--- src/rtl/pw_pkg.sv ---
package pw_pkg;
    localparam int DATA_W     = 8;
    localparam int OFF_W      = 4;
    localparam int PAGE_W     = 5;
    localparam int ADDR_W     = PAGE_W + OFF_W;
    localparam int PAGE_BYTES = 1 << OFF_W;
    localparam int PAGES      = 17;
    localparam int ARRAY_BYTES = PAGES * PAGE_BYTES;
    localparam int CNT_W      = 5;

    localparam logic [3:0]        DEV_PATTERN = 4'b1010;
    localparam logic [3:0]        CTRL_HI     = 4'h8;
    localparam logic [ADDR_W-1:0] WEL_ADDR    = 9'h086;
    localparam int                WEL_BIT     = 1;

    typedef enum logic [1:0] {
        PH_IDLE,
        PH_DEV,
        PH_ADDR,
        PH_DATA
    } phase_t;

    typedef struct packed {
        logic [PAGE_W-1:0] page;
        logic [OFF_W-1:0]  off;
    } waddr_t;

    // Word address byte to page/offset; FFh is redirected to the last page.
    function automatic waddr_t map_start(input logic [DATA_W-1:0] a);
        waddr_t w;
        if (a == 8'hFF) begin
            w.page = PAGE_W'(PAGES - 1);
            w.off  = '0;
        end else begin
            w.page = {1'b0, a[7:4]};
            w.off  = a[3:0];
        end
        return w;
    endfunction

    // Acceptance rule evaluated at stop.
    function automatic logic write_allowed(input logic [DATA_W-1:0] sa,
                                           input logic [CNT_W-1:0]  n,
                                           input logic              wel);
        logic ok;
        if (n == '0) begin
            ok = 1'b0;
        end else if (sa[7:4] == CTRL_HI) begin
            case (sa)
                8'h81:        ok = (n == CNT_W'(4)) && wel;
                8'h80, 8'h85: ok = (n == CNT_W'(1)) && wel;
                8'h86:        ok = (n == CNT_W'(1));
                default:      ok = 1'b0;
            endcase
        end else begin
            ok = wel;
        end
        return ok;
    endfunction
endpackage

--- src/rtl/pw_array.sv ---
module pw_array
    import pw_pkg::*;
(
    input  logic              clk,
    input  logic              rst,
    input  logic              we,
    input  logic [ADDR_W-1:0] addr,
    input  logic [DATA_W-1:0] data,
    output logic              wel
);
    logic [DATA_W-1:0] cells [ARRAY_BYTES];

    always_ff @(posedge clk) begin
        if (rst) begin
            for (int i = 0; i < ARRAY_BYTES; i++) cells[i] <= '0;
        end else if (we && (addr < ADDR_W'(ARRAY_BYTES))) begin
            cells[addr] <= data;
        end
    end

    assign wel = cells[WEL_ADDR][WEL_BIT];

    // every write lands inside the array
    assert_write_in_range_R1: assert property (@(posedge clk) disable iff (rst)
        we |-> addr < ADDR_W'(ARRAY_BYTES));
endmodule

--- src/rtl/pw_stage.sv ---
module pw_stage
    import pw_pkg::*;
(
    input  logic                                 clk,
    input  logic                                 rst,
    input  logic                                 init,
    input  waddr_t                               base,
    input  logic                                 push,
    input  logic [DATA_W-1:0]                    din,
    output logic [PAGE_W-1:0]                    page,
    output logic [CNT_W-1:0]                     count,
    output logic [PAGE_BYTES-1:0]                valid,
    output logic [PAGE_BYTES-1:0][DATA_W-1:0]    bytes
);
    logic [OFF_W-1:0] off;

    always_ff @(posedge clk) begin
        if (rst) begin
            page  <= '0;
            off   <= '0;
            count <= '0;
            valid <= '0;
            bytes <= '0;
        end else if (init) begin
            page  <= base.page;
            off   <= base.off;
            count <= '0;
            valid <= '0;
        end else if (push) begin
            bytes[off] <= din;
            valid[off] <= 1'b1;
            off        <= off + 1'b1;
            if (count != '1) count <= count + 1'b1;
        end
    end

    // offset wraps inside the page
    assert_offset_wrap_R4: assert property (@(posedge clk) disable iff (rst)
        push && !init && off == '1 |=> off == '0);
    // page stays fixed while data is staged
    assert_page_fixed_R4: assert property (@(posedge clk) disable iff (rst)
        push && !init |=> $stable(page));
endmodule

--- src/rtl/pw_commit.sv ---
module pw_commit #(
    parameter int CYCLES = 24,
    localparam int SLOT_W = $clog2(CYCLES + 1)
) (
    input  logic              clk,
    input  logic              rst,
    input  logic              launch,
    output logic              busy,
    output logic [SLOT_W-1:0] slot
);
    always_ff @(posedge clk) begin
        if (rst) begin
            busy <= 1'b0;
            slot <= '0;
        end else if (!busy) begin
            if (launch) begin
                busy <= 1'b1;
                slot <= '0;
            end
        end else if (slot == SLOT_W'(CYCLES - 1)) begin
            busy <= 1'b0;
            slot <= '0;
        end else begin
            slot <= slot + 1'b1;
        end
    end

    // the window opens on the cycle after launch
    assert_window_open_R10: assert property (@(posedge clk) disable iff (rst)
        launch && !busy |=> busy && slot == '0);
    // the window closes after its last slot
    assert_window_close_R10: assert property (@(posedge clk) disable iff (rst)
        busy && slot == SLOT_W'(CYCLES - 1) |=> !busy);
endmodule

--- src/rtl/pw_ctrl.sv ---
module pw_ctrl
    import pw_pkg::*;
#(
    parameter int COMMIT_CYCLES = 24   // must be at least PAGE_BYTES
) (
    input  logic              clk,
    input  logic              rst,
    input  logic              ev_start,
    input  logic              ev_stop,
    input  logic              ev_byte,
    input  logic [7:0]        rx_byte,
    output logic              ack_valid,
    output logic              ack,
    output logic              busy,
    output logic              wr_en,
    output logic [8:0]        wr_addr,
    output logic [7:0]        wr_data
);
    localparam int SLOT_W = $clog2(COMMIT_CYCLES + 1);

    phase_t                              phase;
    logic [DATA_W-1:0]                   start_byte;
    logic                                wel;
    logic                                take_byte, dev_ok;
    logic                                stage_init, stage_push, launch;
    logic [PAGE_W-1:0]                   stage_page;
    logic [CNT_W-1:0]                    stage_count;
    logic [PAGE_BYTES-1:0]               stage_valid;
    logic [PAGE_BYTES-1:0][DATA_W-1:0]   stage_bytes;
    logic [SLOT_W-1:0]                   slot;
    logic [OFF_W-1:0]                    slot_off;

    assign take_byte  = !busy && ev_byte && !ev_start && !ev_stop;
    assign dev_ok     = (rx_byte[7:4] == DEV_PATTERN) && !rx_byte[0];
    assign stage_init = take_byte && (phase == PH_ADDR);
    assign stage_push = take_byte && (phase == PH_DATA);
    assign launch     = !busy && ev_stop && !ev_start && (phase == PH_DATA)
                        && write_allowed(start_byte, stage_count, wel);

    always_ff @(posedge clk) begin
        if (rst) begin
            phase      <= PH_IDLE;
            start_byte <= '0;
            ack_valid  <= 1'b0;
            ack        <= 1'b0;
        end else begin
            ack_valid <= ev_byte;
            ack       <= 1'b0;
            if (!busy) begin
                if (ev_start) begin
                    phase <= PH_DEV;
                end else if (ev_stop) begin
                    phase <= PH_IDLE;
                end else if (ev_byte) begin
                    case (phase)
                        PH_DEV: begin
                            ack   <= dev_ok;
                            phase <= dev_ok ? PH_ADDR : PH_IDLE;
                        end
                        PH_ADDR: begin
                            ack        <= 1'b1;
                            start_byte <= rx_byte;
                            phase      <= PH_DATA;
                        end
                        PH_DATA: ack <= 1'b1;
                        default: ack <= 1'b0;
                    endcase
                end
            end
        end
    end

    pw_stage u_stage (
        .clk   (clk),
        .rst   (rst),
        .init  (stage_init),
        .base  (map_start(rx_byte)),
        .push  (stage_push),
        .din   (rx_byte),
        .page  (stage_page),
        .count (stage_count),
        .valid (stage_valid),
        .bytes (stage_bytes)
    );

    pw_commit #(.CYCLES(COMMIT_CYCLES)) u_commit (
        .clk    (clk),
        .rst    (rst),
        .launch (launch),
        .busy   (busy),
        .slot   (slot)
    );

    assign slot_off = slot[OFF_W-1:0];
    assign wr_en    = busy && (slot < SLOT_W'(PAGE_BYTES)) && stage_valid[slot_off];
    assign wr_addr  = {stage_page, slot_off};
    assign wr_data  = stage_bytes[slot_off];

    pw_array u_array (
        .clk  (clk),
        .rst  (rst),
        .we   (wr_en),
        .addr (wr_addr),
        .data (wr_data),
        .wel  (wel)
    );

    // bytes during the commit are refused
    assert_busy_nack_R11: assert property (@(posedge clk) disable iff (rst)
        busy && ev_byte |=> ack_valid && !ack);
    // a bad device byte is never acknowledged
    assert_dev_filter_R2: assert property (@(posedge clk) disable iff (rst)
        take_byte && phase == PH_DEV && (rx_byte[7:4] != DEV_PATTERN || rx_byte[0])
        |=> !ack);
    // array writes only inside the commit window
    assert_write_in_window_R10: assert property (@(posedge clk) disable iff (rst)
        wr_en |-> busy);
    // a stop outside the data phase never opens a commit
    assert_no_commit_outside_data_R12: assert property (@(posedge clk) disable iff (rst)
        !busy && ev_stop && phase != PH_DATA |=> !busy);
endmodule

--- config.mk ---
export PLATFORM = sky130hd
export DESIGN_NAME = pw_ctrl
export DESIGN_NICKNAME = d
export VERILOG_FILES = /design/src/rtl/pw_pkg.sv /design/src/rtl/pw_array.sv /design/src/rtl/pw_stage.sv /design/src/rtl/pw_commit.sv /design/src/rtl/pw_ctrl.sv
export SDC_FILE = /design/constraint.sdc
export NUM_CORES = 1
export LEC_CHECK = 0
export BUFFER_PORTS_ARGS = -buffer_cell sky130_fd_sc_hd__buf_2
export CAP_MARGIN = 20
export CORE_ASPECT_RATIO = 1.2
export CORE_MARGIN = 2
export CORE_UTILIZATION = 56
export DETAILED_ROUTE_END_ITERATION = 12
export PLACE_DENSITY = 0.79
export SYNTH_ARGS = -nofsm -noshare
export SYNTH_HDL_FRONTEND = slang
export SYNTH_SLANG_ARGS = --single-unit
export TNS_END_PERCENT = 10
--- constraint.sdc ---
create_clock -name clk -period 2.5 [get_ports clk]
set_clock_uncertainty 0.1 [all_clocks]
set_input_delay 0.75 -clock clk [delete_from_list [all_inputs] [get_ports clk]]
set_output_delay 0.75 -clock clk [all_outputs]
set_load 0.05 [all_outputs]
# --- Yosys cells after proc, flatten, opt, wreduce, memory -nomap -nowiden ---
# Memories as Yosys holds them, arrays and structs flattened.
# Index checks and enable logic that the tools add are counted.
classes:
  add_sub_neg: 3
  n_reduce_logical: 34
  bitwise: 6
  n_lt_le_gt_ge: 5
  muxes: 35
  n_eq_ne: 14
op_table:
  columns: ["op", "n"]
  rows:
  - ["bitwise mux 128 bit", 1]
  - ["== test 8 bit (second input constant)", 5]
  - ["binary-select mux 8 bit (select 4 bit)", 1]
  - ["demux 8 bit (select 4 bit)", 1]
  - ["two-way mux 8 bit", 3]
  - ["two-way mux 9 bit", 2]
  - ["logical AND 1 bit", 16]
  - ["bitwise OR 16 bit", 1]
  - ["two-way mux 5 bit", 3]
  - ["two-way mux 1 bit", 13]
  - ["adder 5 x 1 -> 5 bit (second input constant)", 2]
  - ["< comparator 4 x 5 -> 1 bit (second input constant)", 2]
  - ["< comparator 9 bit (second input constant)", 1]
  - ["== test 4 bit (second input constant)", 2]
  - ["two-way mux 2 bit", 4]
  - ["two-way mux 4 bit", 2]
  - ["OR reduction 8 bit", 1]
  - ["OR reduction 2 bit", 3]
  - ["== test 5 x 1 -> 1 bit (second input constant)", 1]
  - ["== test 5 x 3 -> 1 bit (second input constant)", 1]
  - ["== test 5 bit (second input constant)", 1]
  - ["logical NOT 5 bit", 1]
  - ["< comparator 5 bit (second input constant)", 1]
  - ["inequality test 5 bit (second input constant)", 1]
  - ["18 further kinds", 28]
totals:
  word_cells: 124
  n_memories: 1
  regBits: 176
  ramBits: 2176
  out_inout_bits: 21
memory_table:
  columns: ["name", "depth", "width", "read_ports", "rd_ports_with_merged_regs", "wr", "line_no", "text"]
  rows:
  - ["u_array.cells", 272, 8, 1, 0, 272, "pw_array.sv:11", "logic [DATA_W-1:0] cells [ARRAY_BYTES];"]

# --- Depth between registers and ports, before layout ---
logic_depth:
  depth_word: 9
  ltp_mapped: 9
  depth_no_buf: 6

# --- Modules after synthesis ---
# A second synthesis with hierarchy kept.
unflattened:
  cells_unflattened: 793
  hier_area_um2: 8526.9
modules_own_cells:
  columns: ["mod", "area_each_um2", "instances", "cells_per_inst"]
  rows:
  - ["pw_stage", 6252.2, 1, 580]
  - ["pw_ctrl", 1911.8, 1, 174]
  - ["pw_commit", 277.8, 1, 31]
  - ["pw_array", 85.1, 1, 8]

# --- Worst setup path after synthesis ---
# No wires, ideal clock.
synth_timing:
  kind: "flip-flop to output port"
  from: "register u_commit.slot[0]"
  to: "output wr_data[1]"
  path_slack_ps: -509
  arrival_ps: 2159
  n_path_buf: 2
  required_ps: 1650
  stages_incl_launch_ff: 6
  path_cell_list: "dfxtp_1 buf_2 buf_4 inv_1 mux2i_1 o21ai_0"
synth_between:
  elab_chain_cells: 2
synth_lines:
  columns: ["element", "line_no", "text"]
  rows:
  - ["start: declaration", "pw_commit.sv:9", "output logic [SLOT_W-1:0] slot"]
  - ["start signal: assignment", "pw_commit.sv:24", "slot <= slot + 1'b1;"]
  - ["binary-select mux 8 bit (select 4 bit)", "pw_ctrl.sv:97", "assign wr_data = stage_bytes[slot_off];"]
  - ["two-way mux 8 bit (not written as such)", "pw_ctrl.sv:97", null]
  - ["end: declaration", "pw_ctrl.sv:17", "output logic [7:0] wr_data"]
# Every way passes these cells. The select of a mux whose other input is x is not followed.

# --- Worst setup path after layout ---
layout_timing:
  from: "register u_commit.slot[0]"
  to: "output wr_data[6]"
# Same word-level chain as after synthesis.

==> results.py <==
metrics = {
    "outcome": {
        "status": "finished, violations left",
        "failed_checks": "negative setup slack",
    },
    "detailed_routing": {
        "drc": 0,
        "wirelength_microns": 22800,
        "wire_per_inst_microns": 19.8,
        "drt_iter0_drc": 738,
        "viasPerCell": 6.48,
        "vias": 7440,
        "first_pass_iters": 5,
        "ant_nets": 0,
    },
    "logic_synthesis": {
        "synth_nets": 963,
        "netlist.area_leader.share_pct": 42.7,
        "ys_ff_latch": 177,
        "synth-seq-area-share_pct": 43.0,
        "avgSynthCellArea_sq_um": 8.83,
        "ys_top_cells_by_count": "dfxtp_1, a21oi_1, nand2_1",
        "synth_cells": 936,
        "async_flop_share_pct": 0,
        "yosysUniqueCellTypes": 56,
        "synthFlopType": "dfxtp_1",
        "synth_area_leaders": "dfxtp_1, mux4_2, a21oi_1, nand3_1, nand2_1",
        "synth_top_area_cell": "dfxtp_1",
        "synth.most_common_cell": "dfxtp_1",
        "synth_edf_count": 1,
        "synth_warnings": 0,
        "netlist_area_sq_um": 8260,
    },
    "pwr": {
        "clkPwrFrac_pct": 49.6,
        "power_switching_mw": 1.35,
        "ir_worst_vdd_uv": 520,
        "leakage_nw": 3.34,
        "intPower_mw": 4.57,
        "p_sw_share_pct": 22.8,
        "seqPwrFrac_pct": 47.7,
        "power_frac_comb_pct": 2.6,
        "finalPower_mw": 5.92,
        "powerDensity_nw_per_um2": 616,
    },
    "floorplan": {
        "dieHeight_microns": 137,
        "io-pin-count": 34,
        "die_area_sq_um": 15700,
        "placementRows": 48,
        "fp.coreArea_sq_um": 14400,
        "start_util_pct": 57.3,
        "die-width_microns": 115,
    },
    "global_routing": {
        "grt_pass1_vias": 6943,
        "grt_max_degree": 152,
        "grt-ovfl-total": 0,
        "grt_pass1_wl_microns": 36600,
        "grt_usage_pct": 29.9,
        "antenna_found_initial": 0,
    },
    "clocking": {
        "numCtsBuffers": 17,
        "path_clk_slew_ps": 70,
        "clk_path_buf_depth": 2,
        "hold_buffers": 0,
        "clkLatencyLatePin_ps": 440,
        "cts_max_level": 4,
        "clkSinkCount": 177,
        "cts_tree": "yes",
        "cts-root-buf": "clkbuf_16",
    },
    "min_path": {
        "hp-start": "u_stage.bytes[16]$_SDFFE_PP0P_",
        "hold_end": "u_stage.bytes[16]$_SDFFE_PP0P_",
        "min_delay_path_depth": 2,
        "hp-class": "reg -> reg",
    },
    "finish": {
        "drive_gt1_share_pct": 21.3,
        "diodes": 0,
        "fin_cells": 1148,
        "final_nets": 987,
        "final.fill_count": 1095,
        "area_growth_pct": 16.3,
        "finalInstanceArea_sq_um": 9610,
    },
    "place": {
        "place_inst": 1114,
        "place_area_sq_um": 8800,
        "dp_hpwl_microns": 14000,
        "pre_cts_slack_ps": -118,
        "place_congestion": 0.848,
        "io_buffers": 33,
    },
    "setup_path": {
        "rr_startpoint": "u_commit.slot[0]$_SDFFE_PP0P_",
        "cp-startpoint": "u_commit.slot[0]$_SDFFE_PP0P_",
        "critPathMaxStageDelay_ps": 510,
        "arrival_ps": 2070,
        "required_ps": 1650,
        "crit_buf_inv": 2,
        "cp-start-kind": "flop",
        "crit_chain": "buf_12 -> mux4_2 -> a22oi_2 -> nand2_2 -> buf_8",
        "cpLargestDelayFamily": "multiplexers",
        "slowest_stage": "mux4_2",
        "reg2regPathDepth": 9,
        "r2r-end": "u_array.cells[134][1]$_SDFFCE_PN0P_",
        "r2r_slack_ps": 90,
        "critical_path.endpoint_type": "output port",
        "crit_type": "reg -> out",
        "path_depth": 5,
        "crit_fanout": 8,
    },
    "sta": {
        "finalSetupViolations": 9,
        "maxSlewViolCount": 0,
        "worst_slew_pin_slew_ps": 657,
        "max_freq_mhz": 342,
        "fin_crit_ps": 2920,
        "worst_slack_ps": -425,
        "rsz0062_at_grt": "true",
        "hold_violations": 0,
        "timing.slew.headroom_pct": 56.2,
        "post-route-period-util_pct": 117,
    },
    "run": {
        "max_cap_violations": 0,
    },
}
[cell usage in the layout (no fill, tap or decap), types with 13 or more instances in the layout]
cell type,n
nand3_1,131
buf_2,23
dfxtp_1,172
nand2_1,137
a21oi_1,145
mux4_2,34
nand4_1,17
a22oi_2,14
clkbuf_16,17
ha_1,14
buf_12,13
nor2_1,38
mux2i_1,13
buf_4,53
[through the flow]
step / utilization (%) / hold slack (ps) / TNS [ps]
floorplan: - / 331 / -165
global placement: 61.1 / 339 / -585
detailed placement: 61.1 / 345 / -715
CTS: 66.8 / 354 / -3660
global route: 66.7 / 369 / -4010
finish: 66.7 / 355 / -3470
[layer usage]
layer / track usage (%) / wire, microns / vias up
li1: - / - / 3382
met1: 38.1 / 8920 / 3570
met2: 48.0 / 11100 / 403
met3: 5.98 / 1850 / 85
met4: 15.5 / 882 / 0
met5: 0 / 0 / -
[tightest hold or removal path, cell delays in order, from the launching register on]
cell     delay (ps)
dfxtp_1         310
nand2_1          50
a21oi_1          50
[kinds of logic (layout without fill, tap and decap cells)]
family          count (synthesis)  in the layout  share of synthesized area, %
simple gates                  391            391                          23.1
compound gates                196            196                          13.3
flops                         177            177                          43.0
buf+inv                       102            139                          6.53
mux                            50             50                          11.3
fa+ha+maj                      14             14                          2.12
xor+xnor                        6              6                         0.636
[layout make-up]
type	instances	area (sq um)	share of cell area, %
inverter	10	37.5	0.391
clock inverter	15	218	2.27
clock buffer	17	425	4.43
multi-input combinational	657	4280	44.6
tap	175	219	2.28
sequential	177	3560	37.1
timing repair buffer	97	867	9.02
[power groups by stage]
stage / combinational (mW) / sequential [mW] / clock (mW)
after global routing: 0.165 / 2.82 / 3.06
after CTS: 0.152 / 2.82 / 2.94
after floorplan: 0.0899 / 2.89 / 0
after detailed placement: 0.151 / 2.89 / 0
final: 0.157 / 2.82 / 2.94
after global placement: 0.151 / 2.89 / 0
[worst max-delay path by stage]
| stage | end | slack, ps |
|---|---|---|
| detailed placement | wr_data[6] | -120 |
| global route | wr_en | -480 |
| floorplan | wr_data[5] | -30 |
| finish | wr_data[6] | -420 |
| global placement | wr_data[6] | -90 |
| CTS | wr_data[3] | -430 |
[sequential cells by signal (all words and copies together) (netlist names)]
name and cells:
u_stage.page 5, u_commit.busy 1, u_stage.bytes 128, u_commit.slot 5
u_stage.count 5, ack_valid 1, u_stage.off 4, phase 2
start_byte 8, u_array.cells 1, u_stage.valid 16, ack 1
[repair_timing]
action / CTS / global route
buffers inserted: 2 / 0
pin swaps: 6 / 7
cloned: 1 / 0
setup endpoints to repair: 9 / 11
gates resized for setup: 33 / 4
(Power assumes the default switching activity.)
